--- src/rtl/bmp_fb_pkg.sv ---
package bmp_fb_pkg;
    typedef enum logic [2:0] {
        ST_IDLE,
        ST_FETCH,
        ST_BITS,
        ST_RD,
        ST_WB,
        ST_FIN,
        ST_ERR
    } wr_state_t;

    localparam logic OP_WRITE = 1'b0;
    localparam logic OP_LEVEL = 1'b1;
endpackage

--- src/rtl/bmp_req_check.sv ---
module bmp_req_check #(
    parameter int PANEL_W = 5,
    parameter int PANEL_H = 5,
    parameter int CW      = 4
) (
    input  logic [CW-1:0] x,
    input  logic [CW-1:0] y,
    input  logic [CW-1:0] w,
    input  logic [CW-1:0] h,
    input  logic [CW-1:0] pitch,
    output logic          bad,
    output logic          empty
);
    localparam logic [CW:0] PW_L = (CW+1)'(PANEL_W);
    localparam logic [CW:0] PH_L = (CW+1)'(PANEL_H);

    always_comb begin
        bad = ({1'b0, x} >= PW_L) || ({1'b0, y} >= PH_L) ||
              (({1'b0, x} + {1'b0, w}) > PW_L) ||
              (({1'b0, y} + {1'b0, h}) > PH_L) ||
              (pitch < w);
        empty = (h == '0) || (pitch == '0);
    end
endmodule

--- src/rtl/bmp_bit_unpacker.sv ---
module bmp_bit_unpacker (
    input  logic       clk,
    input  logic       rst_n,
    input  logic       flush,
    input  logic       load,
    input  logic [7:0] byte_in,
    input  logic       shift,
    output logic       bit_out,
    output logic       last_bit
);
    logic [7:0] sh_q;
    logic [3:0] cnt_q;

    always_ff @(posedge clk) begin
        if (!rst_n) begin
            sh_q  <= '0;
            cnt_q <= '0;
        end else if (flush) begin
            cnt_q <= '0;
        end else if (load) begin
            sh_q  <= byte_in;
            cnt_q <= 4'd8;
        end else if (shift) begin
            sh_q  <= sh_q >> 1;
            cnt_q <= cnt_q - 4'd1;
        end
    end

    assign bit_out  = sh_q[0];
    assign last_bit = (cnt_q == 4'd1);
endmodule

--- src/rtl/bmp_level_clamp.sv ---
module bmp_level_clamp #(
    parameter int BW = 8
) (
    input  logic [BW-1:0]        req_level,
    input  logic [BW-1:0]        cur_level,
    input  logic [BW-1:0]        pix_in,
    input  logic signed [BW:0]   delta_in,
    output logic [BW-1:0]        new_level,
    output logic signed [BW:0]   delta_out,
    output logic [BW-1:0]        pix_out
);
    localparam logic signed [BW+1:0] LO_S = (BW+2)'(1);
    localparam logic signed [BW+1:0] HI_S = {2'b00, {BW{1'b1}}};

    logic signed [BW+1:0] sum;

    always_comb begin
        new_level = (req_level == '0) ? BW'(1) : req_level;
        delta_out = $signed({1'b0, new_level}) - $signed({1'b0, cur_level});
        sum = $signed({2'b00, pix_in}) + $signed({delta_in[BW], delta_in});
        if (sum < LO_S)
            pix_out = BW'(1);
        else if (sum > HI_S)
            pix_out = {BW{1'b1}};
        else
            pix_out = sum[BW-1:0];
    end
endmodule

--- src/rtl/bmp_fb_writer.sv ---
module bmp_fb_writer
    import bmp_fb_pkg::*;
#(
    parameter int PANEL_W = 5,
    parameter int PANEL_H = 5,
    parameter int CW      = 4,
    parameter int BW      = 8,
    localparam int NPIX   = PANEL_W * PANEL_H,
    localparam int AW     = (NPIX > 1) ? $clog2(NPIX) : 1
) (
    input  logic          clk,
    input  logic          rst_n,
    input  logic          cmd_valid,
    output logic          cmd_ready,
    input  logic          cmd_op,
    input  logic [CW-1:0] cmd_x,
    input  logic [CW-1:0] cmd_y,
    input  logic [CW-1:0] cmd_w,
    input  logic [CW-1:0] cmd_h,
    input  logic [CW-1:0] cmd_pitch,
    input  logic [BW-1:0] cmd_level,
    input  logic          s_valid,
    output logic          s_ready,
    input  logic [7:0]    s_data,
    output logic          fb_we,
    output logic [AW-1:0] fb_waddr,
    output logic [BW-1:0] fb_wdata,
    output logic          fb_re,
    output logic [AW-1:0] fb_raddr,
    input  logic [BW-1:0] fb_rdata,
    output logic          done,
    output logic          err
);
    localparam logic [AW-1:0] LAST_IDX = AW'(NPIX - 1);
    localparam logic [BW-1:0] LEVEL_RST = {BW{1'b1}};

    wr_state_t state_q, state_n;

    logic [CW-1:0] x_q, y_q, w_q, h_q, pitch_q, row_q, col_q;
    logic [BW-1:0] level_q;
    logic signed [BW:0] delta_q;
    logic [AW-1:0] idx_q;

    logic req_bad, req_empty;
    logic cur_bit, last_bit;
    logic [BW-1:0] new_level, pix_out;
    logic signed [BW:0] delta_new;
    logic accept, row_end, last_row;
    logic [CW:0] row_abs, col_abs;
    logic [AW-1:0] pix_addr;

    bmp_req_check #(.PANEL_W(PANEL_W), .PANEL_H(PANEL_H), .CW(CW)) u_check (
        .x(cmd_x), .y(cmd_y), .w(cmd_w), .h(cmd_h), .pitch(cmd_pitch),
        .bad(req_bad), .empty(req_empty)
    );

    bmp_bit_unpacker u_unpack (
        .clk(clk), .rst_n(rst_n),
        .flush(accept),
        .load(state_q == ST_FETCH && s_valid),
        .byte_in(s_data),
        .shift(state_q == ST_BITS),
        .bit_out(cur_bit),
        .last_bit(last_bit)
    );

    bmp_level_clamp #(.BW(BW)) u_clamp (
        .req_level(cmd_level), .cur_level(level_q),
        .pix_in(fb_rdata), .delta_in(delta_q),
        .new_level(new_level), .delta_out(delta_new), .pix_out(pix_out)
    );

    assign accept   = (state_q == ST_IDLE) && cmd_valid;
    assign row_end  = (col_q == pitch_q - CW'(1));
    assign last_row = (row_q == h_q - CW'(1));
    assign row_abs  = {1'b0, y_q} + {1'b0, row_q};
    assign col_abs  = {1'b0, x_q} + {1'b0, col_q};
    assign pix_addr = AW'(row_abs) * AW'(PANEL_W) + AW'(col_abs);

    // State register
    always_ff @(posedge clk) begin
        if (!rst_n) state_q <= ST_IDLE;
        else        state_q <= state_n;
    end

    // Next state
    always_comb begin
        state_n = state_q;
        unique case (state_q)
            ST_IDLE: if (cmd_valid) begin
                if (cmd_op == OP_LEVEL) state_n = ST_RD;
                else if (req_bad)       state_n = ST_ERR;
                else if (req_empty)     state_n = ST_FIN;
                else                    state_n = ST_FETCH;
            end
            ST_FETCH: if (s_valid) state_n = ST_BITS;
            ST_BITS: begin
                if (row_end && last_row) state_n = ST_FIN;
                else if (last_bit)       state_n = ST_FETCH;
            end
            ST_RD:  state_n = ST_WB;
            ST_WB:  state_n = (idx_q == LAST_IDX) ? ST_FIN : ST_RD;
            ST_FIN: state_n = ST_IDLE;
            ST_ERR: state_n = ST_IDLE;
            default: state_n = ST_IDLE;
        endcase
    end

    // Outputs
    always_comb begin
        cmd_ready = 1'b0;
        s_ready   = 1'b0;
        fb_we     = 1'b0;
        fb_waddr  = idx_q;
        fb_wdata  = pix_out;
        fb_re     = 1'b0;
        fb_raddr  = idx_q;
        done      = 1'b0;
        err       = 1'b0;
        unique case (state_q)
            ST_IDLE:  cmd_ready = 1'b1;
            ST_FETCH: s_ready = 1'b1;
            ST_BITS: begin
                fb_we    = (col_q < w_q);
                fb_waddr = pix_addr;
                fb_wdata = cur_bit ? level_q : '0;
            end
            ST_RD:  fb_re = 1'b1;
            ST_WB:  fb_we = (fb_rdata != '0);
            ST_FIN: done = 1'b1;
            ST_ERR: err = 1'b1;
            default: ;
        endcase
    end

    // Datapath registers
    always_ff @(posedge clk) begin
        if (!rst_n) begin
            x_q <= '0; y_q <= '0; w_q <= '0; h_q <= '0; pitch_q <= '0;
            row_q <= '0; col_q <= '0; idx_q <= '0;
            level_q <= LEVEL_RST;
            delta_q <= '0;
        end else if (accept) begin
            x_q <= cmd_x; y_q <= cmd_y; w_q <= cmd_w; h_q <= cmd_h;
            pitch_q <= cmd_pitch;
            row_q <= '0; col_q <= '0; idx_q <= '0;
            if (cmd_op == OP_LEVEL) begin
                level_q <= new_level;
                delta_q <= delta_new;
            end
        end else if (state_q == ST_BITS) begin
            if (row_end) begin
                col_q <= '0;
                row_q <= row_q + CW'(1);
            end else begin
                col_q <= col_q + CW'(1);
            end
        end else if (state_q == ST_WB) begin
            idx_q <= idx_q + AW'(1);
        end
    end
endmodule

--- config.mk ---
export PLATFORM = sky130hd
export DESIGN_NAME = bmp_fb_writer
export DESIGN_NICKNAME = d
export VERILOG_FILES = /design/src/rtl/bmp_fb_pkg.sv /design/src/rtl/bmp_req_check.sv /design/src/rtl/bmp_bit_unpacker.sv /design/src/rtl/bmp_level_clamp.sv /design/src/rtl/bmp_fb_writer.sv
export SDC_FILE = /design/constraint.sdc
export NUM_CORES = 1
export LEC_CHECK = 0
export BUFFER_PORTS_ARGS = -buffer_cell sky130_fd_sc_hd__buf_4
export CAP_MARGIN = 20
export CORE_MARGIN = 3
export CORE_UTILIZATION = 45
export DETAILED_ROUTE_END_ITERATION = 16
export GPL_TIMING_DRIVEN = 0
export PLACE_DENSITY = 0.66
export SYNTH_ARGS = -nofsm -noshare
export SYNTH_HDL_FRONTEND = slang
export SYNTH_SLANG_ARGS = --single-unit
export TNS_END_PERCENT = 1
--- constraint.sdc ---
create_clock -name clk -period 5.2 [get_ports clk]
set_clock_uncertainty 0.1 [all_clocks]
set_input_delay 1.04 -clock clk [delete_from_list [all_inputs] [get_ports clk]]
set_output_delay 1.04 -clock clk [all_outputs]
set_load 0.03 [all_outputs]
==> results of run 1 <==
==> cells in the mapped netlist, types with 3 or more instances <==
master	number	share of area
a211oi_1	7	0.011
a21o_1	9	0.015
a21oi_1	49	0.053
a221o_1	3	0.0065
a311oi_1	7	0.013
a31oi_1	4	0.0054
and3_1	4	0.0054
buf_1	4	0.0032
clkbuf_1	25	0.020
dfxtp_1	65	0.28
fa_1	10	0.043
ha_1	51	0.14
inv_1	54	0.044
mux2i_1	3	0.0065
nand2_1	91	0.074
nand2b_1	5	0.0068
nand3_1	13	0.014
nand4_1	6	0.0081
nor2_1	48	0.039
nor3_1	10	0.011
nor4_1	9	0.012
o211ai_1	13	0.021
o21ai_0	23	0.025
or3_1	3	0.0041
or4_1	4	0.0065
xnor2_1	23	0.044
xor2_1	19	0.036
==> layout make-up <==
class	count	area (µm²)	area share
Buffer	29	108.9	0.01951
Tap cell	133	166.4	0.02983
Sequential cell	65	1309	0.2346
Multi-Input combinational cell	443	3063	0.5490
Inverter	54	202.7	0.03633
Clock buffer	13	148.9	0.02669
Clock inverter	3	40.04	0.007176
Timing Repair Buffer	72	540.5	0.09688
==> state kept, by name (all words and copies together) (netlist names), 5 cells and up <==
| register | flops |
|---|---|
| u_unpack.sh_q | 8 |
| level_q | 8 |
| fb_raddr | 5 |
| delta_q | 9 |
==> through the flow <==
step | cell area (µm²) | utilization
2_1_floorplan | 4629 | -
3_3_place_gp | 5329 | 0.5378
3_5_place_dp | 5329 | 0.5378
4_1_cts | 5530 | 0.5581
5_1_grt | 5579 | 0.5630
6_report | 5579 | 0.5630
==> layer usage <==
metal	part of all wire	global-route usage	wire length, µm
met1	0.45	0.2653	5464
met3	0.035	0.03779	421
met4	0.022	0.06763	264
met2	0.49	0.3780	6025
met5	0	0	0
==> how the worst max path moves through the flow <==
stage / start / endpoint / cells past startpoint
2_1_floorplan: row_q[0]$_SDFFE_PP0P_ / fb_waddr[4] / 14
3_3_place_gp: row_q[0]$_SDFFE_PP0P_ / fb_waddr[4] / 15
3_5_place_dp: row_q[0]$_SDFFE_PP0P_ / fb_waddr[4] / 15
4_1_cts: row_q[0]$_SDFFE_PP0P_ / fb_waddr[4] / 15
5_1_grt: row_q[1]$_SDFFE_PP0P_ / fb_waddr[4] / 15
6_report: row_q[0]$_SDFFE_PP0P_ / fb_waddr[4] / 15
==> placed cells by master (no fill, tap or decap), types with 7 or more instances in the layout <==
cell      Yosys  layout
ha_1         51      49
inv_1        54      54
nand3_1      13      13
a21oi_1      49      47
xor2_1       19      18
buf_4         0      72
a311oi_1      7       7
o21ai_0      23      22
o211ai_1     13      13
dfxtp_1      65      63
clkbuf_8      0      10
a211oi_1      7       7
xnor2_1      23      23
nor3_1       10      10
nor2_1       48      48
nand2_1      91      91
nor4_1        9       9
clkbuf_1     25      28
a21o_1        9       9
fa_1         10       8
==> cell families after synthesis <==
logic type      after synthesis  share of synthesized area
simple gates                203                     0.1965
compound gates              133                     0.1832
buf+inv                      83                    0.06730
flops                        65                     0.2811
fa+ha+maj                    61                     0.1811
xor+xnor                     43                    0.08432
mux                           3                   0.006487
==> timing repair <==
action / in CTS / in global routing
endpoints found under the setup margin: 1 / 1
resized for setup: 5 / 9
pin swaps: 0 / 4
buffers inserted: 0 / 1
==> worst max-delay path: cells and delay by family, from the launching register on <==
family          cells  cell delay [ns]
compound gates      3             0.40
buf+inv             3             0.29
fa+ha+maj           6             1.98
xor+xnor            3             0.49
flops               1             0.37
==> power breakdown <==
group / switching, W / internal, W
combinational: 0.000783 / 0.000501
sequential: 0.0000920 / 0.000601
clock: 0.000192 / 0.000234
==> metrics, run 1 <==
hold buffer count at CTS 0; io pins 73; CP max stage delay ~0.53 ns; Initial Util 0.4672; outcome finished, final reports clean; DRC Markers 0; HP Start w_q[3]$_SDFFE_PN0P_; layout cells sized above 1 0.1429; r2r setup slk around 2.8 ns; First-pass DRT Iterations 4; critical path class flip-flop to output pin; die height between 100 and 150 µm; Worst-path clk slew 0.06 ns; # port buffers between 70 and 80; Setup WS post-layout about 0.19 ns; Setup crit end kind output pin; EDFF count, synth 0; post-route clock period utilization 0.9635; largest net degree at the start of global routing 11; clk_lat worst skew 0.34 ns; syn_nets roughly 700; RSZ-0062 raised after global routing false; Routed Antenna Nets 0; routability cong. 0.8907; vias in the first global route about 4300; max-cap viol count 0; HP Class flip-flop to flip-flop; end of the worst register-to-register path delta_q[6]$_SDFFE_PN0P_; worst vdd rail ir drop 0.0002719 V; final wirelength 12180 µm; Seq/Total Area, Yosys 0.2811; clock tree sinks between 60 and 70; CP Max Fanout 5; Avg Inst Size Synth 7.833 µm²; post-synthesis cell count approximately 590; slowest CP cell fa_2; count of state elements after synthesis 65; hold slack 0.3595 ns; synth unique cells 51; cell area power density approximately 430 nW/µm²; Fill cells 946; reg2reg path depth 8; Max Clk Rate roughly 200 MHz; CTS Buf Count 9; mean routed wirelength per cell 15.00 µm; root buffer cell clkbuf_8; Via Count roughly 4300; Iteration-0 DRC Markers around 140; nets slightly below 800; Slew @ Worst Pin roughly 0.8 ns; Overall Power between 0.002 and 0.0025 W; worst endpoint data arrival time between 3 and 4 ns; minimum clock period after layout 5.010 ns; CORE AREA ~9900 µm²; critical-path cell list ha_4 > fa_2 > xor2_4 > ha_1 > ha_1 > inv_1 > fa_2 > inv_1 > ha_1 > a21o_1 > a21oi_2 > xor2_1 > xnor2_1 > o21ai_1 > buf_4; first-pass GRT wire length roughly 20000 µm; WHS Path Cells 2; Final Hold Vio Count 0; CTS tree built; Slew Viols, Final 0; relative slew slack 0.4464; Top FF cell, synth dfxtp_1; Setup TNS Final 0 ns; chip width about 110 µm; Total GRT Usage 0.2145; hpwl dp just under 10000 µm; Most common cell on crit path ha_1; hold worst-path end w_q[3]$_SDFFE_PN0P_; asr flop ratio synth 0; Area Overhead vs Synth 20.51%; yosys warns 0; antenna cell count 0; Pleak 2.430 nW; clk buf depth 2; H-tree depth 3; die area approximately 12000 µm²; fin cells ~810; initial antenna violation count 0; Final setup viols 0; cell count after placement roughly 800; Synth Cell Area ~4600 µm²; worst endpoint required time between 4 and 5 ns; gr ovfl total 0; Setup WS pre-CTS 0.2320 ns; worst r2r src level_q[0]$_SDFFE_PN1P_; # rows 36; via/cell ratio ~5.3; CP startpoint kind flip-flop
Power figures use the tool's default switching activity.
==> run 2, diff against run 1 <==
Settings changed: ABC_AREA set to 1, CTS_CLUSTER_DIAMETER set to 50, PLACE_DENSITY 0.66 to 0.65.
==> run 2 against run 1 <==
  * Worst hold slack better by 0.0099 ns
  * Sequential power is 2% higher
  * Combinational power is 5% higher
  * Design area is 4.2% higher
  * Area after synthesis is 4.4% higher
  * Non-clock buffer count is 9 lower
  * Highest routed layer unchanged
==> metrics, run 2 <==
Setup WS pre-CTS 0.2696 ns (+0.03766 ns); Initial Util 0.4662 (-0.0009555); H-tree depth 3 (unchanged); clock tree sinks 65 (unchanged); die area 12020 µm² (+4.2%); post-route cell area 5812 µm² (+4.2%); CP startpoint kind flip-flop; vias in the first global route 4418 (+3.3%); Seq/Total Area, Yosys 0.2692 (-0.01193); Largest Register delta_q; Synth Cell Area 4835 µm² (+4.4%); hold buffer count at CTS 0 (unchanged); initial antenna violation count 0 (unchanged); most common cell after layout, fill and taps aside nand2_1; Total GRT Usage 0.2218 (+0.007372); DRC Markers 0 (unchanged); leading area contributor after synthesis dfxtp_1; CORE AREA 10370 µm² (+4.6%); commonest non-fill, non-tap cells in the layout nand2_1, inv_1, buf_4, dfxtp_1, a21oi_1; layout cells sized above 1 0.1432 (+0.0003589); Max Clk Rate 198.7 MHz (-0.47%); largest registers delta_q: 9 flops, level_q: 8 flops, u_unpack.sh_q: 8 flops; Setup TNS Final 0 ns (unchanged); final wirelength 12610 µm (+3.6%); hpwl dp 10460 µm (+5.6%); r2r setup slk 3.05 ns (+0.29 ns); Via Count 4701 (+8.3%); Area Overhead vs Synth 20.21%; Routed Antenna Nets 0 (unchanged); chip width 109.7 µm (+2.1%); count of state elements after synthesis 65 (unchanged); fin cells 932 (+15%); routability cong. 0.8973 (+0.74%); Final setup viols 0 (unchanged); Slew @ Worst Pin 0.5840 ns (-0.2389 ns); most frequent cell after synthesis nand2_1; worst r2r src level_q[0]$_SDFFE_PN1P_; post-synthesis cell count 708 (+20%); Largest register FFs 9 (unchanged); outcome finished, final reports clean; synth unique cells 38 (-25%); yosys warns 0 (unchanged); syn_nets 818 (+17%); Setup crit end kind output pin; DP Area 5545 µm² (+4.1%); Setup WS post-layout 0.1664 ns (-0.02349 ns); CP Max Fanout 5 (unchanged); relative slew slack 0.6107 (+0.1643); worst vdd rail ir drop 0.0001969 V (-28%); postcts setup bufs 0 (unchanged); EDFF count, synth 0 (unchanged); nets 901 (+15%); root buffer cell clkbuf_8; HP Class flip-flop to flip-flop; # rows 37 (+2.8%); post-route clock period utilization 0.9680 (+0.004518); RSZ-0062 raised after global routing false; first-pass GRT wire length 20890 µm (+5.3%); largest net degree at the start of global routing 12 (+1); asr flop ratio synth 0 (unchanged); Pleak 2.879 nW (+18%); cell area power density 438.3 nW/µm² (+1.8%); mean routed wirelength per cell 13.53 µm (-9.8%); Final Hold Vio Count 0 (unchanged); crit path capture fb_waddr[4]; io pins 73 (unchanged); worst endpoint required time 4.06 ns (about the same); reg2reg path depth 8 (unchanged); gr ovfl total 0 (unchanged); clk buf depth 2 (unchanged); Top FF cell, synth dfxtp_1; Iteration-0 DRC Markers 205 (+45%); via/cell ratio 5.044 (-5.6%); clk_lat worst skew 0.34 ns (about the same); First-pass DRT Iterations 5 (+1); worst endpoint data arrival time 3.89 ns (+0.02 ns); synth top area cells dfxtp_1, ha_1, nand2_1; antenna cell count 0 (unchanged); Fill cells 1050 (+11%); Avg Inst Size Synth 6.829 µm² (-13%); Synth top area share 0.2692 (-0.01193); CTS tree built; Worst-path clk slew 0.07 ns (about the same); top post-synthesis cells by count nand2_1, inv_1, dfxtp_1; die height 109.7 µm (+2.1%); CP startpoint row_q[0]$_SDFFE_PP0P_; CTS Buf Count 9 (unchanged); cell count after placement 916 (+15%); Slew Viols, Final 0 (unchanged); end of the worst register-to-register path delta_q[6]$_SDFFE_PN0P_; minimum clock period after layout 5.034 ns (+0.02349 ns); critical path class flip-flop to output pin; max-cap viol count 0 (unchanged); # port buffers 72 (+1.4%); end-of-flow core utilization 0.5604 (-0.002556)
## run 2: cell types whose count changed after synthesis, moves of 9 or more
| cell | change |
|---|---|
| clkbuf_1 | -12 |
| nand3_1 | +21 |
| inv_1 | +55 |
| a21oi_1 | +13 |
| o211ai_1 | -10 |
| o21ai_0 | +32 |
| nor2_1 | -9 |
| xnor2_1 | -16 |
| nand2_1 | +78 |
## run 2: repair_timing
item / CTS / global route
setup endpoints to repair: 1 / 1
cloned: 0 / 0
gates resized for setup: 6 / 5
## run 2: critical path, stage by stage, from the launching register on
cell	delay [ns]
dfxtp_4	0.39
ha_2	0.20
fa_2	0.46
ha_1	0.29
inv_1	0.05
fa_1	0.49
fa_1	0.52
inv_1	0.07
ha_4	0.25
a21oi_2	0.13
nand2_1	0.07
xor2_1	0.15
xor2_1	0.16
o21ai_1	0.14
buf_4	0.18
## run 2: cells by family after synthesis
| group | Yosys count | synth area share |
|---|---|---|
| AND/OR/NAND/NOR | 282 | 0.2505 |
| buffers and inverters | 133 | 0.1051 |
| flip-flops | 65 | 0.2692 |
| XOR/XNOR | 25 | 0.04529 |
| adder cells (fa/ha/maj) | 61 | 0.1734 |
| AO/OA/AOI/OAI | 142 | 0.1566 |
## run 2: metrics by stage
| stage | hold WS [ns] | power (W) |
|---|---|---|
| after CTS | 0.3675 | 0.002546 |
| after global placement | 0.3484 | 0.002010 |
| after floorplan | 0.3353 | 0.001642 |
| after global routing | 0.4083 | 0.002774 |
| after detailed placement | 0.3586 | 0.002044 |
| final | 0.3694 | 0.002547 |
## run 2: how the worst min path moves through the flow
stage,start,end,depth (start not counted)
floorplan,w_q[1]$_SDFFE_PN0P_,w_q[1]$_SDFFE_PN0P_,2
global placement,u_unpack.cnt_q[1]$_SDFFE_PP0P_,u_unpack.cnt_q[1]$_SDFFE_PP0P_,2
detailed placement,u_unpack.cnt_q[1]$_SDFFE_PP0P_,u_unpack.cnt_q[1]$_SDFFE_PP0P_,2
CTS,u_unpack.cnt_q[1]$_SDFFE_PP0P_,u_unpack.cnt_q[1]$_SDFFE_PP0P_,2
global route,u_unpack.cnt_q[1]$_SDFFE_PP0P_,u_unpack.cnt_q[1]$_SDFFE_PP0P_,2
finish,u_unpack.cnt_q[1]$_SDFFE_PP0P_,u_unpack.cnt_q[1]$_SDFFE_PP0P_,2
## run 2: cell type report
| type | instances | area (µm²) | area share |
|---|---|---|---|
| multi-input cells | 510 | 3057 | 0.5259 |
| flip-flops and latches | 65 | 1308 | 0.2250 |
| repair buffers | 72 | 540.5 | 0.09300 |
| inverters | 113 | 424.2 | 0.07298 |
| well taps | 136 | 170.2 | 0.02928 |
| clock buffers | 11 | 151.4 | 0.02605 |
| plain buffers | 20 | 83.83 | 0.01442 |
| clock inverters | 5 | 77.57 | 0.01335 |
## run 2: metal layers
metal / global-route usage / vias to the layer above / wire length (µm)
li1: - / 2457 / -
met4: 0.05076 / 0 / 188
met5: 0 / - / 0
met3: 0.03641 / 16 / 494
met1: 0.3205 / 2139 / 6442
met2: 0.3466 / 89 / 5483
## run 2: where the power goes
part | internal (W) | leakage (nW) | switching, W
Sequential | 0.000620 | 0.534 | 0.0000850
Clock | 0.000294 | 0.115 | 0.000200
Combinational | 0.000495 | 2.23 | 0.000853
Total | 0.00141 | 2.88 | 0.00114
==> run 3, diff against run 2 <==
Clock period 5.2 ns to 5.55 ns, I/O delays scaled along.
==> run 3 against run 2 <==
  * First-iteration DRC count up 20%
  * Combinational power down 7%
  * Largest power group unchanged
  * Global-route usage about the same
  * Non-clock buffer count unchanged
  * Clock power down 5.9%
  * Register-to-register slack better by 0.35 ns
  * Core utilization down 0.28 points
  * Largest cell class unchanged
  * Flip-flop and latch count unchanged
  * Sequential power down 6.4%
==> metrics, run 3 (same netlist as run 2, synthesis figures left out) <==
layout cells sized above 1 0.1344 (-0.008794); Total GRT Usage 0.2220 (about the same); final wirelength 12600 µm (about the same); via/cell ratio 5.031 (-0.26%); root buffer cell clkbuf_8; Largest register FFs 9 (unchanged); Largest Register delta_q; die area 12020 µm² (unchanged); HP Class flip-flop to flip-flop; Setup TNS Final 0 ns (unchanged); worst path bufs/invs 3 (unchanged); Max Clk Rate roughly 190 MHz; end-of-flow core utilization 0.5577 (-0.002775); RSZ-0062 raised after global routing false; switch share 0.4469 (about the same); mean routed wirelength per cell 13.52 µm (about the same); Setup crit end kind output pin; routability cong. 0.8973 (unchanged); most common cell after layout, fill and taps aside nand2_1; crit-path leading delay family adder cells; initial antenna violation count 0 (unchanged); Via Count 4689 (-0.26%); # port buffers 72 (unchanged); io pins 73 (unchanged); critical path class flip-flop to output pin; Logic pwr share 0.526 (-0.003); relative slew slack 0.6257 (+0.01505); clock tree sinks 65 (unchanged); nets 901 (unchanged); Fill cells 1054 (+0.38%); postcts setup bufs 0 (unchanged); gr ovfl total 0 (unchanged); slowest CP cell fa_1; DP Area 5545 µm² (unchanged); part of the power in registers 0.278 (about the same); vias in the first global route 4433 (+0.34%); hpwl dp 10460 µm (unchanged); cell area power density 410.7 nW/µm² (-6.3%); commonest non-fill, non-tap cells in the layout nand2_1, inv_1, buf_4, dfxtp_1, a21oi_1; Initial Util 0.4662 (unchanged); CP startpoint kind flip-flop; CTS tree built; first-pass GRT wire length 20920 µm (+0.16%); # rows 37 (unchanged); CORE AREA 10370 µm² (unchanged); Worst-path clk slew 0.07 ns (about the same); Final setup viols 0 (unchanged); H-tree depth 3 (unchanged); post-route cell area 5783 µm² (-0.50%); Slew Viols, Final 0 (unchanged); critical-path cell list ha_1 > fa_1 > xor2_2 > ha_1 > inv_1 > fa_1 > fa_1 > inv_1 > ha_1 > a21oi_1 > nand2_1 > xor2_1 > xor2_1 > o21ai_0 > buf_4; Sw Pwr 0.001061 W (-6.7%); CP max stage delay 0.52 ns (about the same); Routed Antenna Nets 0 (unchanged); worst vdd rail ir drop 0.0001840 V (-6.5%); minimum clock period after layout ~5.3 ns; hold slack 0.3696 ns (+0.0002420 ns); outcome finished, final reports clean; clk buf depth 2 (unchanged); Slew @ Worst Pin 0.5614 ns (-0.02258 ns); worst endpoint required time 4.34 ns (+0.28 ns); post-route clock period utilization 0.9533; largest net degree at the start of global routing 12 (unchanged); worst endpoint data arrival time 4.08 ns (+0.19 ns); First-pass DRT Iterations 5 (unchanged); Pleak 2.887 nW (+0.29%); CP Max Fanout 5 (unchanged); largest registers delta_q: 9 flops, level_q: 8 flops, u_unpack.sh_q: 8 flops; CTS Buf Count 9 (unchanged); DRC Markers 0 (unchanged); clk_lat worst skew 0.34 ns (about the same); internal power 0.001314 W (-6.8%); Area Overhead vs Synth 19.62%; max-cap viol count 0 (unchanged); die height 109.7 µm (unchanged); Final Hold Vio Count 0 (unchanged); chip width 109.7 µm (unchanged); Overall Power 0.002375 W (-6.8%); Iteration-0 DRC Markers 245 (+20%); Clock power frac 0.196 (+0.002); antenna cell count 0 (unchanged)
## run 3: cell counts in the layout (fill, tap and decap cells not counted)
No cell type changed its count.
## run 3: area by class of cell
| type | count | area [µm²] | area share |
|---|---|---|---|
| Multi-Input combinational cell | 510 | 3033 | 0.5244 |
| Sequential cell | 65 | 1303 | 0.2252 |
| Timing Repair Buffer | 72 | 540.5 | 0.09347 |
| Inverter | 113 | 424.2 | 0.07334 |
| Tap cell | 136 | 170.2 | 0.02942 |
| Clock buffer | 11 | 151.4 | 0.02618 |
| Buffer | 20 | 83.83 | 0.01450 |
| Clock inverter | 5 | 77.57 | 0.01341 |
## run 3: path summary, 6_finish.rpt
| path | startpoint | cells after the start | slack (ns) | endpoint |
|---|---|---|---|---|
| worst min register to register | u_unpack.cnt_q[1]$_SDFFE_PP0P_ | 2 | 0.37 | u_unpack.cnt_q[1]$_SDFFE_PP0P_ |
| worst min-delay path | u_unpack.cnt_q[1]$_SDFFE_PP0P_ | 2 | 0.37 | u_unpack.cnt_q[1]$_SDFFE_PP0P_ |
| worst max register to register | level_q[0]$_SDFFE_PN1P_ | 8 | 3.40 | delta_q[6]$_SDFFE_PN0P_ |
| worst max-delay path | row_q[0]$_SDFFE_PP0P_ | 15 | 0.26 | fb_waddr[4] |
## run 3: layer usage
| metal | GRT usage | vias to the layer above | part of all wire |
|---|---|---|---|
| li1 | - | 2457 | - |
| met1 | 0.3206 | 2133 | 0.51 |
| met2 | 0.3470 | 87 | 0.44 |
| met3 | 0.03641 | 12 | 0.038 |
| met4 | 0.05076 | 0 | 0.011 |
| met5 | 0 | - | 0 |
## run 3: worst reg2reg max path, stage by stage (launching register included)
cell and delay [ns]:
dfxtp_1 0.33, ha_1 0.23, fa_1 0.40, o21ai_0 0.35, a21oi_1 0.10, o21ai_0 0.21, xor2_1 0.25, o21bai_1 0.09
inv_1 0.05
## run 3: metrics by stage
| stage | worst slack [ns] | std cells |
|---|---|---|
| after floorplan | 0.4583 | 708 |
| after global placement | 0.6293 | 916 |
| after detailed placement | 0.5496 | 916 |
| after CTS | 0.1526 | 932 |
| after global routing | 0.01500 | 932 |
| final | 0.2592 | 932 |
## run 3: power by group through the flow
stage          clock, W  combinational, W  sequential (W)
3_5_place_dp          0           0.00125        0.000669
4_1_cts        0.000470           0.00126        0.000659
2_1_floorplan         0          0.000894        0.000644
6_report       0.000465           0.00125        0.000660
3_3_place_gp          0           0.00122        0.000665
5_1_grt        0.000493           0.00142        0.000675
## run 3: repair_timing
action	CTS	global route
setup endpoints to repair	0	1
resized for setup	0	2
hold buffers	0	0
